===== src/rtl/uart_link.sv =====
module uart_link #(
  parameter int CLK_HZ    = 13_000_000,
  parameter int BAUD      = 57_600,
  parameter int DEPTH     = 128,
  parameter int HWM_RESET = 120
) (
  input  logic       clk,
  input  logic       rst_n,
  input  logic       cs,
  input  logic       we,
  input  logic [2:0] addr,
  input  logic [7:0] wdata,
  output logic [7:0] rdata,
  input  logic       rxd,
  input  logic       cts,
  output logic       txd,
  output logic       txd_oe,
  output logic       rts,
  output logic       irq
);
  localparam int AW = $clog2(DEPTH);
  localparam int CW = AW + 1;
  localparam logic [15:0] DIV_RESET = 16'((CLK_HZ + 8 * BAUD) / (16 * BAUD));
  localparam logic [CW-1:0] FULL = CW'(DEPTH);

  typedef enum logic [2:0] {RX_IDLE, RX_START, RX_DATA, RX_STOP, RX_BREAK} rx_st_e;

  logic [15:0] div_q, bcnt;
  logic [7:0]  rx_thr_q, tx_thr_q, hwm_q;
  logic        tick;

  wire wr      = cs & we;
  wire rd      = cs & ~we;
  wire stat_rd = rd && addr == 3'd6;

  always_ff @(posedge clk or negedge rst_n)
    if (!rst_n) begin
      div_q    <= DIV_RESET;
      rx_thr_q <= 8'd1;
      tx_thr_q <= 8'd0;
      hwm_q    <= 8'(HWM_RESET);
    end else if (wr) begin
      case (addr)
        3'd1: div_q[7:0]  <= wdata;
        3'd2: div_q[15:8] <= wdata;
        3'd3: rx_thr_q    <= (wdata > 8'd127) ? 8'd127 : wdata;
        3'd4: tx_thr_q    <= (wdata > 8'd128) ? 8'd128 : wdata;
        3'd5: hwm_q       <= wdata;
        default: ;
      endcase
    end

  wire [15:0] div_eff = (div_q == 16'd0) ? 16'd1 : div_q;
  assign tick = bcnt >= div_eff - 16'd1;

  always_ff @(posedge clk or negedge rst_n)
    if (!rst_n)    bcnt <= '0;
    else if (tick) bcnt <= '0;
    else           bcnt <= bcnt + 16'd1;

  logic cts_m, cts_s, rxd_m, rxd_s;
  always_ff @(posedge clk or negedge rst_n)
    if (!rst_n) begin
      cts_m <= 1'b0; cts_s <= 1'b0;
      rxd_m <= 1'b1; rxd_s <= 1'b1;
    end else begin
      cts_m <= cts;  cts_s <= cts_m;
      rxd_m <= rxd;  rxd_s <= rxd_m;
    end

  // transmit queue
  logic [7:0]    tx_mem [DEPTH];
  logic [AW:0]   tx_wr, tx_rd;
  logic [CW-1:0] tx_cnt;
  logic          tx_full, tx_empty, tx_push, tx_start, tx_busy;
  logic [9:0]    tx_sh;
  logic [3:0]    tx_tc, tx_bc;

  assign tx_cnt   = tx_wr - tx_rd;
  assign tx_full  = tx_cnt == FULL;
  assign tx_empty = tx_cnt == '0;
  assign tx_push  = wr && addr == 3'd0 && !tx_full;
  assign tx_start = tick && !tx_busy && !tx_empty && cts_s;

  always_ff @(posedge clk)
    if (tx_push) tx_mem[tx_wr[AW-1:0]] <= wdata;

  always_ff @(posedge clk or negedge rst_n)
    if (!rst_n) begin
      tx_wr <= '0; tx_rd <= '0;
    end else begin
      if (tx_push)  tx_wr <= tx_wr + 1'b1;
      if (tx_start) tx_rd <= tx_rd + 1'b1;
    end

  always_ff @(posedge clk or negedge rst_n)
    if (!rst_n) begin
      tx_busy <= 1'b0;
      tx_sh   <= '1;
      tx_tc   <= '0;
      tx_bc   <= '0;
    end else if (tx_start) begin
      tx_busy <= 1'b1;
      tx_sh   <= {1'b1, tx_mem[tx_rd[AW-1:0]], 1'b0};
      tx_tc   <= '0;
      tx_bc   <= '0;
    end else if (tx_busy && tick) begin
      if (tx_tc == 4'd15) begin
        tx_tc <= '0;
        tx_sh <= {1'b1, tx_sh[9:1]};
        if (tx_bc == 4'd9) tx_busy <= 1'b0;
        else               tx_bc   <= tx_bc + 4'd1;
      end else begin
        tx_tc <= tx_tc + 4'd1;
      end
    end

  assign txd = tx_busy ? tx_sh[0] : 1'b1;

  always_ff @(posedge clk or negedge rst_n)
    if (!rst_n) txd_oe <= 1'b0;
    else        txd_oe <= 1'b1;

  // receive queue
  logic [7:0]    rx_mem [DEPTH];
  logic [AW:0]   rx_wr, rx_rd;
  logic [CW-1:0] rx_cnt;
  logic [7:0]    rx_cnt8;
  logic          rx_full, rx_empty, rx_pop, rx_done, rx_bad, ferr;
  rx_st_e        rx_st;
  logic [3:0]    rx_tc;
  logic [2:0]    rx_bc;
  logic [7:0]    rx_sh;

  assign rx_cnt   = rx_wr - rx_rd;
  assign rx_cnt8  = 8'(rx_cnt);
  assign rx_full  = rx_cnt == FULL;
  assign rx_empty = rx_cnt == '0;
  assign rx_pop   = rd && addr == 3'd0 && !rx_empty;
  assign rx_done  = tick && rx_st == RX_STOP && rx_tc == 4'd15 &&  rxd_s;
  assign rx_bad   = tick && rx_st == RX_STOP && rx_tc == 4'd15 && !rxd_s;

  always_ff @(posedge clk)
    if (rx_done && !rx_full) rx_mem[rx_wr[AW-1:0]] <= rx_sh;

  always_ff @(posedge clk or negedge rst_n)
    if (!rst_n) begin
      rx_wr <= '0; rx_rd <= '0;
    end else begin
      if (rx_done && !rx_full) rx_wr <= rx_wr + 1'b1;
      if (rx_pop)              rx_rd <= rx_rd + 1'b1;
    end

  always_ff @(posedge clk or negedge rst_n)
    if (!rst_n) begin
      rx_st <= RX_IDLE;
      rx_tc <= '0;
      rx_bc <= '0;
      rx_sh <= '0;
    end else if (rx_st == RX_BREAK) begin
      if (rxd_s) rx_st <= RX_IDLE;
    end else if (tick) begin
      case (rx_st)
        RX_IDLE:
          if (!rxd_s) begin
            rx_st <= RX_START;
            rx_tc <= '0;
          end
        RX_START:
          if (rx_tc == 4'd7) begin
            rx_tc <= '0;
            rx_bc <= '0;
            rx_st <= rxd_s ? RX_IDLE : RX_DATA;
          end else rx_tc <= rx_tc + 4'd1;
        RX_DATA:
          if (rx_tc == 4'd15) begin
            rx_tc <= '0;
            rx_sh <= {rxd_s, rx_sh[7:1]};
            if (rx_bc == 3'd7) rx_st <= RX_STOP;
            else               rx_bc <= rx_bc + 3'd1;
          end else rx_tc <= rx_tc + 4'd1;
        RX_STOP:
          if (rx_tc == 4'd15) begin
            rx_tc <= '0;
            rx_st <= rxd_s ? RX_IDLE : RX_BREAK;
          end else rx_tc <= rx_tc + 4'd1;
        default: rx_st <= RX_IDLE;
      endcase
    end

  always_ff @(posedge clk or negedge rst_n)
    if (!rst_n)       ferr <= 1'b0;
    else if (rx_bad)  ferr <= 1'b1;
    else if (stat_rd) ferr <= 1'b0;

  // flow control and interrupts
  always_ff @(posedge clk or negedge rst_n)
    if (!rst_n)                    rts <= 1'b1;
    else if (rx_cnt8 >= hwm_q)     rts <= 1'b0;
    else if (rx_cnt8 <  rx_thr_q)  rts <= 1'b1;

  wire rx_irq = !rx_empty && rx_cnt8 >= rx_thr_q;
  wire tx_irq = 8'(tx_cnt) <= tx_thr_q;
  assign irq = rx_irq | tx_irq;

  wire [7:0] status = {tx_busy, rts, tx_irq, rx_irq, ferr, tx_empty, tx_full, !rx_empty};

  always_comb
    case (addr)
      3'd0:    rdata = rx_mem[rx_rd[AW-1:0]];
      3'd1:    rdata = div_q[7:0];
      3'd2:    rdata = div_q[15:8];
      3'd3:    rdata = rx_thr_q;
      3'd4:    rdata = tx_thr_q;
      3'd5:    rdata = hwm_q;
      3'd6:    rdata = status;
      default: rdata = rx_cnt8;
    endcase

  AST_TX_START_NEEDS_CTS: assert property (@(posedge clk) disable iff (!rst_n) $rose(tx_busy) |-> $past(cts_s));
  AST_TX_NO_OVERFLOW: assert property (@(posedge clk) disable iff (!rst_n) tx_cnt <= FULL);
  AST_RX_NO_OVERFLOW: assert property (@(posedge clk) disable iff (!rst_n) rx_cnt <= FULL);
  AST_RTS_AT_HWM: assert property (@(posedge clk) disable iff (!rst_n) rx_cnt8 >= hwm_q |=> !rts);
  AST_STOP_BIT_HIGH: assert property (@(posedge clk) disable iff (!rst_n) (tx_busy && tx_bc == 4'd9) |-> txd);
  AST_FERR_FROM_STOP: assert property (@(posedge clk) disable iff (!rst_n) $rose(ferr) |-> $past(rx_st == RX_STOP));
  AST_RX_HOLD_WHEN_FULL: assert property (@(posedge clk) disable iff (!rst_n) (rx_full && !rx_pop) |=> $stable(rx_wr));
endmodule


===== config.mk =====
export PLATFORM = sky130hd
export DESIGN_NAME = uart_link
export DESIGN_NICKNAME = d
export VERILOG_FILES = /design/src/rtl/uart_link.sv
export SDC_FILE = /design/constraint.sdc
export NUM_CORES = 2
export LEC_CHECK = 0
export BUFFER_PORTS_ARGS = -buffer_cell sky130_fd_sc_hd__buf_2
export CAP_MARGIN = 25
export CORE_MARGIN = 1.5
export CORE_UTILIZATION = 48
export CTS_CLUSTER_DIAMETER = 100
export DETAILED_ROUTE_END_ITERATION = 10
export HOLD_SLACK_MARGIN = 0.1
export PLACE_DENSITY_LB_ADDON = 0.2
export SYNTH_ARGS = -nofsm -noshare
export SYNTH_HDL_FRONTEND = slang
export SYNTH_SLANG_ARGS = --single-unit

===== constraint.sdc =====
create_clock -name clk -period 4.64 [get_ports clk]
set_input_delay 0.696 -clock clk [delete_from_list [all_inputs] [get_ports clk]]
set_output_delay 0.696 -clock clk [all_outputs]
set_load 0.03 [all_outputs]

==> reports/qor.yml <==
num_vias: 46587
grt_setup_unrepaired: "true"
ios: 29
synth_mux_area_share_pct: 15.06
ir_worst_vdd_v: 0.0004680
synth-compound-area-share_pct: 3.558
synthArstFlopShare_pct: 6.012
slowest_delay_ns: 0.50
clkLatencyLatePin_ns: 0.86
cp_slowest_cell: "dfrtp_2"
num_rows: 156
grt_max_degree: 131
drv_slew: 0
antenna_left: 0
clk_pin_slew_ns: 0.07
htree_levels: 4
path_cells: "ha_1 -> o21a_1 -> o31a_4 -> nor3_4 -> a2bb2oi_2 -> buf_6 -> ha_4 -> a21o_1 -> a21o_1 -> a21oi_1 -> o21ai_1 -> o21bai_1 -> o211ai_1 -> buf_4"
place_ws_ns: -0.04570
top_layer: "met5"
routed_wl_um: 229800
drive_gt1_share_pct: 29.35
synthAdderAreaFrac_pct: 0.9909
critPathKind: "reg2out"
io_buffers: 28
tightest_slew_ns: 1.045
yosysTopAreaCellShare_pct: 70.38
die_w_um: 429.7
design.core.area_mm2: 0.1807
ys_seq_elements: 2179
grt_pass1_vias: 45864
synth_top_family_by_area: "multiplexers"
ys_types: 84
synth_area_mm2: 0.08738
synthFlopType: "edfxtp_1"
cp.arrival_ns: 4.05
crit_required_ns: 3.94
setup_viol: 3
die_h_um: 429.7
critPathCaptureType: "output port"
fin_crit_sh_pct: 102.2
fin_tns_setup_ns: -0.1604
path_max_fanout: 11
dp_hpwl_um: 138700
violations: "negative setup slack"
synth_fp_nets: 4616
synth_xor_area_share_pct: 0.6315
grt_overflow: 0
worstSetupStartpoint: "rx_wr[2]"
cp-start-kind: "flop"
p_leak_nw: 30.40
post-route-drc-count: 0
r2r-start: "tx_wr[0]"
dr_wl_met2_um: 103600
antenna_found_initial: 6
drtPass1Iterations: 5
avgRoutedWirePerCell_um: 30.64
crit_top_cell: "a21o_1"
synth_cells: 4531
clockBufferDepth: 3
status: "finished, violations left"
wl_met3_um: 22760
min_from: "wdata[5]"
synth_edf_count: 2048
cts_root_buffer: "clkbuf_16"
relSlewSlack_pct: 30.31
drt_iter0_drc: 5852
fin_worst_skew_ns: 0.02728
place.gp.congestion: 0.8586
cts.sinks: 2179
synth.largest_area_cell: "edfxtp_1"
power_density_mw_per_mm2: 465.1
path_delay_family: "compound AO/OA/AOI/OAI gates"
fmax_mhz: 210.8
grt_usage_pct: 24.72
via_per_inst: 6.212
ys_warn_count: 0
synth_area_leaders: "edfxtp_1, mux4_2, dfrtp_1"
fin_crit_ns: 4.743
final_nets: 5041
fillCellCount: 13577
synth-simple-area-share_pct: 4.074
m1WireLength_um: 98470
die-area_mm2: 0.1846
cts_made_buffers: 209
start_util_pct: 48.34
max_cap_violations: 0
fin_ws_ns: -0.1030
avgSynthCellArea_um2: 19.28
area_growth_pct: 15.67
hold_violations: 0
ys_seq_area_share_pct: 74.16
hp-class: "in2reg"
critPathBufInv: 2
grt_pass1_wl_um: 329800
tritoncts: "built"
## flip-flops by register name, summed over array words and instances, names as in the netlist, 8 cells and up
register,count
rx_sh,8
tx_wr,8
tx_thr_q,8
rx_thr_q,8
div_q,16
tx_sh,9
rx_wr,8
tx_mem,1024
rx_rd,8
hwm_q,8
tx_rd,8
bcnt,16
rx_mem,1024
## repair_timing
item,in CTS,in global routing
gates cloned,7,5
pin swaps,22,34
hold buffers,3,0
resized for setup,97,190
setup buffers,55,28
endpoints found under the setup margin,112,1265
hold endpoints to repair,45,0
## tightest hold or removal path: stages
cell and delay, ns:
buf_4 0.22, nand2_1 0.09, o21ai_0 0.07
## worst paths after layout
path / endpoint / slack, ns / depth (start not counted)
min reg2reg: rxd_s / 0.36 / 0
max: rdata[4] / -0.10 / 14
min: hwm_q[5] / 0.28 / 3
min in group asynchronous: cts_m / 0.38 / 2
max reg2reg: tx_mem[98][0] / 0.05 / 30
max in group asynchronous: bcnt[7] / 3.28 / 3
## synth_stat cells (12+ instances only)
library cell	instances
nor3_1	73
a21o_1	16
buf_4	30
nor2_1	315
xor2_1	16
nand2b_1	13
dfstp_2	20
mux4_2	491
mux2i_1	164
a22oi_1	70
nand3_1	62
edfxtp_1	2048
o221ai_1	15
o22ai_1	38
ha_1	66
o211ai_1	21
a221oi_1	12
xnor2_1	47
buf_2	55
buf_1	29
nand4_1	27
and3_1	27
clkbuf_1	124
a21oi_1	74
nand3b_1	14
a211oi_1	45
inv_1	53
mux2_2	39
dfrtp_1	111
nor2b_1	24
o21ai_0	86
nand2_1	162
## placed cells by master (no fill, tap or decap), types with 47 or more instances in the layout
cell type,Yosys,final
nand3_1,62,55
buf_4,30,338
clkbuf_16,0,216
inv_1,53,48
mux2i_1,164,159
nor3_1,73,50
o21ai_0,86,81
clkinv_1,7,47
dfrtp_1,111,95
mux4_2,491,491
a21oi_1,74,63
nand2_1,162,160
a22oi_1,70,66
ha_1,66,60
edfxtp_1,2048,2048
nor2_1,315,252
## logic make-up (layout without fill, tap and decap cells)
group,after synthesis,in the layout
adders and majority gates,68,68
muxes,696,696
and+or+nand+nor,771,771
xor gates and xnor gates,63,63
buffers and inverters,300,897
AOI/OAI and AO/OA,453,453
other,1,3
DFF,2179,2179
## report_power, final
group | switching, mW | internal (mW)
registers | 0.227 | 21.6
logic | 4.77 | 3.96
clock network | 7.38 | 9.09
total | 12.4 | 34.6
## per-stage QoR
stage               cells  hold WS (ns)  power [mW]  area (um^2)  util (%)
finish               7500        0.2751       47.01       101100     55.92
global route         7499        0.2576       48.53       101100     55.92
CTS                  7464        0.2386       46.97        99920     55.28
detailed placement   7017        0.3515       29.65        92320     51.08
global placement     7017        0.3507       29.62        92320     51.08
floorplan            4531        0.3312       27.40        87400         -
## cell type report
class | count | area (um^2) | share of cell area [%]
Sequential cell | 2179 | 64850 | 64.17
Tap cell | 2370 | 2965 | 2.934
Inverter | 60 | 245.2 | 0.2426
Clock inverter | 133 | 1091 | 1.080
Multi-Input combinational cell | 2052 | 22110 | 21.88
Clock buffer | 250 | 5466 | 5.409
Timing Repair Buffer | 454 | 4332 | 4.286
Antenna cell | 2 | 5.005 | 0.004952
## layer usage
metal  up-vias  global-route usage, %
li1      19388                      -
met1     24469                  37.71
met2      2401                  36.62
met3       327                  5.391
met4         2                  5.645
met5         -                      0
(Power assumes the default switching activity.)
